`config.mk`:
```
export PLATFORM = sky130hd
export DESIGN_NAME = store_guard_top
export DESIGN_NICKNAME = d
export VERILOG_FILES = /design/src/rtl/sg_pkg.sv /design/src/rtl/sg_cfg_stream.sv /design/src/rtl/sg_range_check.sv /design/src/rtl/sg_violation.sv /design/src/rtl/store_guard_top.sv
export SDC_FILE = /design/constraint.sdc
export NUM_CORES = 1
export LEC_CHECK = 0
export ABC_AREA = 1
export CORE_MARGIN = 1
export CORE_UTILIZATION = 50
export CTS_CLUSTER_SIZE = 12
export DETAILED_ROUTE_END_ITERATION = 8
export PLACE_DENSITY = 0.8
export REMOVE_ABC_BUFFERS = 1
export SETUP_SLACK_MARGIN = 0.1
export SLEW_MARGIN = 20
export SYNTH_ARGS = -nofsm -noshare
export SYNTH_HDL_FRONTEND = slang
export SYNTH_SLANG_ARGS = --single-unit
```
`constraint.sdc`:
```
create_clock -name clk -period 7.67 [get_ports clk]
set_input_delay 1.534 -clock clk [delete_from_list [all_inputs] [get_ports clk]]
set_output_delay 1.534 -clock clk [all_outputs]
set_load 0.01 [all_outputs]
```
`src/rtl/sg_pkg.sv`:
```
package sg_pkg;
  typedef enum logic [1:0] {
    SZ_BYTE = 2'd0,
    SZ_HALF = 2'd1,
    SZ_WORD = 2'd2,
    SZ_DBL  = 2'd3
  } st_size_e;

  localparam int unsigned CFG_IDX_BASE  = 0;
  localparam int unsigned CFG_IDX_LIMIT = 1;
  localparam int unsigned CFG_IDX_CTRL  = 2;
endpackage

```
`src/rtl/sg_cfg_stream.sv`:
```
module sg_cfg_stream #(
  parameter int unsigned ADDR_W    = 32,
  parameter int unsigned DATA_W    = 32,
  parameter int unsigned CFG_WORDS = 16,
  parameter int unsigned IDX_W     = 16
) (
  input  logic              clk,
  input  logic              rst,
  input  logic              wr_valid,
  input  logic [DATA_W-1:0] wr_data,
  output logic [ADDR_W-1:0] cfg_base,
  output logic [ADDR_W-1:0] cfg_limit,
  output logic              cfg_en,
  output logic              fwd_valid,
  output logic [ADDR_W-1:0] fwd_addr,
  output logic [DATA_W-1:0] fwd_data
);
  import sg_pkg::*;

  localparam logic [IDX_W-1:0] IDX_MAX  = '1;
  localparam logic [IDX_W-1:0] IDX_CFG  = IDX_W'(CFG_WORDS);
  localparam int unsigned      BYTE_SH  = $clog2(DATA_W / 8);

  logic [IDX_W-1:0] word_idx;
  logic             is_cfg;
  logic [IDX_W-1:0] prog_idx;

  assign is_cfg   = (word_idx < IDX_CFG);
  assign prog_idx = word_idx - IDX_CFG;

  always_ff @(posedge clk) begin
    if (rst) begin
      word_idx <= '0;
    end else if (wr_valid && word_idx != IDX_MAX) begin
      word_idx <= word_idx + 1'b1;
    end
  end

  always_ff @(posedge clk) begin
    if (rst) begin
      cfg_base  <= '0;
      cfg_limit <= '0;
      cfg_en    <= 1'b0;
    end else if (wr_valid && is_cfg) begin
      if (word_idx == IDX_W'(CFG_IDX_BASE))  cfg_base  <= ADDR_W'(wr_data);
      if (word_idx == IDX_W'(CFG_IDX_LIMIT)) cfg_limit <= ADDR_W'(wr_data);
      if (word_idx == IDX_W'(CFG_IDX_CTRL))  cfg_en    <= wr_data[0];
    end
  end

  always_ff @(posedge clk) begin
    if (rst) begin
      fwd_valid <= 1'b0;
      fwd_addr  <= '0;
      fwd_data  <= '0;
    end else begin
      fwd_valid <= wr_valid && !is_cfg;
      if (wr_valid && !is_cfg) begin
        fwd_addr <= ADDR_W'(prog_idx) << BYTE_SH;
        fwd_data <= wr_data;
      end
    end
  end
endmodule

```
`src/rtl/sg_range_check.sv`:
```
module sg_range_check #(
  parameter int unsigned ADDR_W = 32
) (
  input  logic              en,
  input  logic [ADDR_W-1:0] base,
  input  logic [ADDR_W-1:0] limit,
  input  logic [ADDR_W-1:0] addr,
  input  logic [1:0]        size,
  output logic              hit
);
  import sg_pkg::*;

  logic [ADDR_W:0] span_first;
  logic [ADDR_W:0] span_last;
  logic [ADDR_W:0] span_len;

  always_comb begin
    unique case (st_size_e'(size))
      SZ_BYTE: span_len = (ADDR_W+1)'(1);
      SZ_HALF: span_len = (ADDR_W+1)'(2);
      SZ_WORD: span_len = (ADDR_W+1)'(4);
      default: span_len = (ADDR_W+1)'(8);
    endcase
  end

  assign span_first = {1'b0, addr};
  assign span_last  = span_first + span_len - 1'b1;
  assign hit = en && (span_first <= {1'b0, limit}) && (span_last >= {1'b0, base});
endmodule

```
`src/rtl/sg_violation.sv`:
```
module sg_violation #(
  parameter int unsigned ADDR_W = 32,
  parameter int unsigned DATA_W = 32
) (
  input  logic              clk,
  input  logic              rst,
  input  logic              st_valid,
  input  logic              hit,
  input  logic              st_stall_active,
  input  logic [ADDR_W-1:0] st_pc,
  input  logic [DATA_W-1:0] st_data,
  output logic              stall_store,
  output logic              viol_flag,
  output logic [ADDR_W-1:0] viol_pc,
  output logic [DATA_W-1:0] viol_data
);
  logic offend;
  logic record;

  assign offend      = st_valid && hit;
  assign stall_store = viol_flag || offend;
  assign record      = offend && st_stall_active && !viol_flag;

  always_ff @(posedge clk) begin
    if (rst) begin
      viol_flag <= 1'b0;
      viol_pc   <= '0;
      viol_data <= '0;
    end else if (record) begin
      viol_flag <= 1'b1;
      viol_pc   <= st_pc;
      viol_data <= st_data;
    end
  end
endmodule

```
`src/rtl/store_guard_top.sv`:
```
module store_guard_top #(
  parameter int unsigned ADDR_W    = 32,
  parameter int unsigned DATA_W    = 32,
  parameter int unsigned CFG_WORDS = 16,
  parameter int unsigned IDX_W     = 16
) (
  input  logic              clk,
  input  logic              rst,
  input  logic              host_wr_valid,
  input  logic [DATA_W-1:0] host_wr_data,
  output logic              fwd_valid,
  output logic [ADDR_W-1:0] fwd_addr,
  output logic [DATA_W-1:0] fwd_data,
  input  logic              st_valid,
  input  logic [ADDR_W-1:0] st_pc,
  input  logic [ADDR_W-1:0] st_addr,
  input  logic [1:0]        st_size,
  input  logic [DATA_W-1:0] st_data,
  input  logic              st_stall_active,
  output logic              stall_store,
  output logic              viol_flag,
  output logic [ADDR_W-1:0] viol_pc,
  output logic [DATA_W-1:0] viol_data
);
  logic [ADDR_W-1:0] cfg_base;
  logic [ADDR_W-1:0] cfg_limit;
  logic              cfg_en;
  logic              hit;

  sg_cfg_stream #(
    .ADDR_W(ADDR_W), .DATA_W(DATA_W), .CFG_WORDS(CFG_WORDS), .IDX_W(IDX_W)
  ) u_cfg (
    .clk(clk), .rst(rst),
    .wr_valid(host_wr_valid), .wr_data(host_wr_data),
    .cfg_base(cfg_base), .cfg_limit(cfg_limit), .cfg_en(cfg_en),
    .fwd_valid(fwd_valid), .fwd_addr(fwd_addr), .fwd_data(fwd_data)
  );

  sg_range_check #(.ADDR_W(ADDR_W)) u_rng (
    .en(cfg_en), .base(cfg_base), .limit(cfg_limit),
    .addr(st_addr), .size(st_size), .hit(hit)
  );

  sg_violation #(.ADDR_W(ADDR_W), .DATA_W(DATA_W)) u_viol (
    .clk(clk), .rst(rst),
    .st_valid(st_valid), .hit(hit), .st_stall_active(st_stall_active),
    .st_pc(st_pc), .st_data(st_data),
    .stall_store(stall_store), .viol_flag(viol_flag),
    .viol_pc(viol_pc), .viol_data(viol_data)
  );
endmodule

```
Word level (Yosys, flattened, before mapping) --
Cells that the tools add are included.
Storage, ports and cells: ROM bits 0, flip-flop bits (word level) 195, memories 0, bits in latches 0, memory bits (writable) 0
Operators by class: divide/modulo/power cells 0, reduce and logical (&&, ||, !) cells 16, muxes and demuxes 1, eq/ne operators 5, multiply operators 0, add/subtract/negate cells 4, shift-type cells 0, bitwise gates (word level) 0, magnitude comparators 3
Operators by type and width (number):
- $add A32 B4 Y33 | 1
- $ge A33 B32 Y1 | 1
- $sub A33 B1 Y33 const B | 1
- $le A32 B32 Y1 | 1
- $add A16 B1 Y16 const B | 1
- $eq A16 B1 Y1 const B | 1
- $eq A16 B2 Y1 const B | 1
- $logic_not A16 Y1 | 1
- $lt A16 B5 Y1 const B | 1
- $ne A16 B16 Y1 const B | 1
- $sub A16 B5 Y16 const B | 1
- $pmux W4 S3 | 1
- $logic_and A1 B1 Y1 | 8
- $reduce_and A2 Y1 | 3
- $eq A2 B1 Y1 const B | 1
- $eq A2 B2 Y1 const B | 1
- $logic_not A1 Y1 | 2
- $logic_not A2 Y1 | 1
- $logic_or A1 B1 Y1 | 1

Depth between registers and ports, before layout --
depth in word-level cells 9, mapped depth 36

Cells and area by module --
From an unflattened synthesis, not the netlist that was laid out.
Unflattened totals: cell total of the unflattened synthesis 1915, area, all modules 12446.9 µm²
By module, submodules not included:
- sg_cfg_stream | cells an instance 858, area each 5843.1 µm², instances 1
- sg_range_check | cells an instance 636, area each 3736.1 µm², instances 1
- sg_violation | cells an instance 421, area each 2867.8 µm², instances 1

Least setup slack after synthesis --
OpenSTA, ideal clock, no wires.
path type input to output, start input st_size[1], end output stall_store, arrival 4.935 ns, stages on the path 27, slack 1.201 ns, cell sequence inv_1 -> nand2_1 -> ha_1 -> inv_1 -> ha_1 -> fa_1 -> nand2_1 -> nand2_1 -> o21ai_0 -> o21ai_0 -> nand3_1 -> o21ai_0 -> nand2_1 -> nand2_1 -> nand4_1 -> nand2_1 -> xor2_1 -> inv_1 -> ha_1 -> nand2_1 -> nor3_1 -> a41o_1 -> a21oi_1 -> nand2_1 -> clkbuf_1 -> nand2_1 -> nand2_1
On the way: word-level cells in the longest chain between the ends 8
Ends and longest elaborated chain:
- from (decl) | line store_guard_top.sv:17 | input logic [1:0] st_size,
- $eq A2 B2 Y1 (tied with other cells) | line sg_range_check.sv:18 | unique case (st_size_e'(size))
- $pmux W4 S3 (*) | line sg_range_check.sv:18
- $add A32 B4 Y33 (*) | line sg_range_check.sv:27 | assign span_last = span_first + span_len - 1'b1;
- $sub A33 B1 Y33 (*) | line sg_range_check.sv:27
- $ge A33 B32 Y1 (*) | line sg_range_check.sv:28 | assign hit = en && (span_first <= {1'b0, limit}) && (span_last >= {1'b0, base});
- $logic_and A1 B1 Y1 (*) | line sg_range_check.sv:28
- $logic_and A1 B1 Y1 (*) | line sg_violation.sv:20 | assign offend = st_valid && hit;
- $logic_or A1 B1 Y1 (*) | line sg_violation.sv:21 | assign stall_store = viol_flag || offend;
- to (decl) | line store_guard_top.sv:20 | output logic stall_store,
Mark *: on every way between the ends. The rest lies on a longest branch, timed or not.

Worst setup path after layout --
Same ends and word-level chain as after synthesis.

==> metrics.md <==
| Metric | Value |
|---|---|
| Starting DRC count in detailed routing | `707` |
| GR Overflow Total | `0` |
| Fmax | `142 MHz` |
| Finished Core Util | `0.661` |
| Hold buffer count at cts | `0` |
| Worst hold path type | `reg -> reg` |
| CTS clk-pin slew, worst paths | `0.07 ns` |
| Die area | `0.0239 mm²` |
| Register bit total from synthesis | `195` |
| Post-synthesis sequential area ratio | `0.335` |
| Share of cells above drive strength 1 | `0.0398` |
| Max IR drop VDD | `0.140 mV` |
| CP max FO | `4` |
| Most common cell after layout, fill and taps aside | `inv_1` |
| Worst path max stage delay | `0.44 ns` |
| Core Footprint | `0.0227 mm²` |
| Fin Clk Skew | `0.0155 ns` |
| Routed WL | `31100 µm` |
| Synth cell types | `38` |
| Final Setup Violations | `0` |
| # IOs | `266` |
| Vias post-DR | `11373` |
| Arrival @ worst endpoint | `5.53 ns` |
| Req. time, crit path | `6.14 ns` |
| Drt via density | `5.12` |
| PortBufs | `249` |
| Design Power | `2.61 mW` |
| Root Driver | `clkbuf_16` |
| GRT Util Overall | `0.260` |
| Status | `completed` |
| DRC viols | `0` |
| Rel. slew slack | `0.339` |
| Synth top area cells | `dfxtp_1 34%, inv_1 13%, ha_1 11%` |
| Final Cycle Share | `0.921` |
| Cell taking the most area after synthesis | `dfxtp_1` |
| Most frequent cells in the layout | `392 x inv_1, 256 x nand2_1, 248 x clkdlybuf4s50_1` |
| Die height | `155 µm` |
| Crit end category | `output port` |
| Cell Area, Synth | `0.0116 mm²` |
| H-tree depth | `4` |
| Setup CP Type | `in -> out` |
| CP top delay family | `simple AND/OR/NAND/NOR gates` |
| Vias in the first global route | `10556` |
| Fin. Hold Viols | `0` |
| Leakage power | `6.95 nW` |
| Initial antenna violation count | `1` |
| Final hold slack | `0.494 ns` |
| Avg Cell Area, Syn | `6.80 µm²` |
| Post-Syn Instances | `1712` |
| Minimum clock period | `7.06 ns` |
| Top cell type's share of synthesized area | `0.335` |
| NumNets Final | `2165` |
| Slowest cell on crit path | `clkdlybuf4s50_1` |
| Pins Over Slew Limit | `0` |
| Sink Count | `195` |
| Worst path buffer plus inverter count | `5` |
| Post-route ant nets | `0` |
| # rows | `55` |
| Synth Warn # | `0` |
| GPL Wtd Cong | `0.879` |
| Routed len/inst | `14.0 µm` |
| RSZ-0062 raised after global routing | `false` |
| Cts bufs inserted | `17` |
| Syn-to-layout area delta | `28.9%` |
| DPL Wire Length | `23100 µm` |
| Clock insertion delay at the later pin of the skew report | `0.44 ns` |
| First-pass GRT wire length | `51100 µm` |
| Actual slew at the worst max-slew pin | `0.991 ns` |
| Longest Clk Path Bufs | `2` |
| Detailed Routing Iterations Pass 1 | `7` |
| Die X | `155 µm` |
| Largest net degree at the start of global routing | `114` |
| Initial core utilization | `0.513` |
| Crit start category | `input port` |
| P per Cell Area | `174 mW/mm²` |
| CTS tree | `done` |
| Max Cap Violations | `0` |
| Most common cell on crit path | `nand2_1` |
==> stage by stage <==
stage / worst slack (ns) / setup TNS [ns] / instances / instance area, µm²
2_1_floorplan: 0.242 / 0 / 1639 / 11300
3_3_place_gp: 0.0840 / 0 / 2186 / 14300
3_5_place_dp: -0.0104 / -0.0104 / 2187 / 14300
4_1_cts: 0.126 / 0 / 2219 / 14900
5_1_grt: 0.274 / 0 / 2222 / 15000
6_report: 0.609 / 0 / 2222 / 15000
==> cells by family after synthesis <==
group / after synthesis / synth area share
AND/OR/NAND/NOR: 531 / 0.199
buffers and inverters: 482 / 0.163
AO/OA/AOI/OAI: 362 / 0.161
flip-flops: 195 / 0.335
adder cells (fa/ha/maj): 107 / 0.116
XOR/XNOR: 34 / 0.0256
other: 1 / 0.000322
==> registers in the layout, summed over array words and instances, names as in the netlist <==
name / flops
u_cfg.cfg_base: 32
u_cfg.cfg_limit: 32
u_cfg.fwd_data: 32
u_viol.viol_data: 32
u_viol.viol_pc: 32
u_cfg.fwd_addr: 16
u_cfg.word_idx: 16
u_cfg.cfg_en: 1
u_cfg.fwd_valid: 1
u_viol.viol_flag: 1
==> final cells by class <==
type,instances,area (µm²)
clock buffers,17,425
clock inverters,15,213
diodes,1,2.50
fillers,1995,7690
repair buffers,265,2640
inverters,394,1480
flip-flops and latches,195,3900
well taps,285,357
multi-input cells,1050,6000
==> cell usage after synthesis <==
library cell	instances
a311oi_1	1
nand4_1	74
a211oi_1	2
o221ai_1	1
inv_1	393
nor2_2	1
nor4_1	11
xnor2_1	14
a31oi_1	6
buf_1	8
fa_1	1
nand2_1	260
clkbuf_1	46
nand2_2	1
nand3_1	31
buf_2	15
a21boi_0	1
nor3b_4	1
a21o_1	6
nor2_1	126
or2_2	2
nor3_1	18
nor3b_1	3
inv_2	1
o21ai_0	152
conb_1	1
o2111ai_1	1
o21bai_1	4
nor3_2	2
dfxtp_1	195
o21a_1	3
buf_4	19
and3_1	1
xor2_1	20
ha_1	106
a2111oi_0	1
a21oi_1	183
a41o_1	1
==> worst register-to-register path: cells and delay by family (launching register included) <==
| family | cells | cell delay [ns] |
|---|---|---|
| DFF | 1 | 0.34 |
| and+or+nand+nor | 9 | 1.58 |
| adders and majority gates | 1 | 0.28 |
| AOI/OAI and AO/OA | 1 | 0.26 |
| buffers and inverters | 3 | 0.69 |
==> timing repair <==
| item | 4_1_cts | 5_1_grt |
|---|---|---|
| endpoints found under the setup margin | 1 | 1 |
| gates resized for setup | 3 | 19 |
| pin swaps | 0 | 5 |
| setup buffers | 0 | 2 |
==> routing by layer <==
| metal | global-route usage | share of wire | vias up |
|---|---|---|---|
| met5 | 0 | 0 | - |
| met4 | 0.0835 | 0.023 | 0 |
| met3 | 0.0426 | 0.054 | 33 |
| met2 | 0.425 | 0.45 | 334 |
| met1 | 0.350 | 0.47 | 5184 |
| li1 | - | - | 5822 |
==> path summary, 6_finish.rpt <==
check	slack, ns	end	from	depth (start not counted)
max reg2reg	4.41	u_viol.viol_pc[6]	u_cfg.cfg_limit[31]	14
max	0.61	stall_store	st_size[1]	31
min	0.49	u_cfg.fwd_addr[8]	u_cfg.fwd_addr[8]	2
min reg2reg	0.49	u_cfg.fwd_addr[8]	u_cfg.fwd_addr[8]	2
==> power breakdown <==
part / total [mW] / internal (mW) / switching, mW
Combinational: 0.590 / 0.249 / 0.341
Sequential: 1.06 / 1.04 / 0.0158
Clock: 0.958 / 0.504 / 0.454
Total: 2.61 / 1.80 / 0.811
Power figures use the tool's default switching activity.
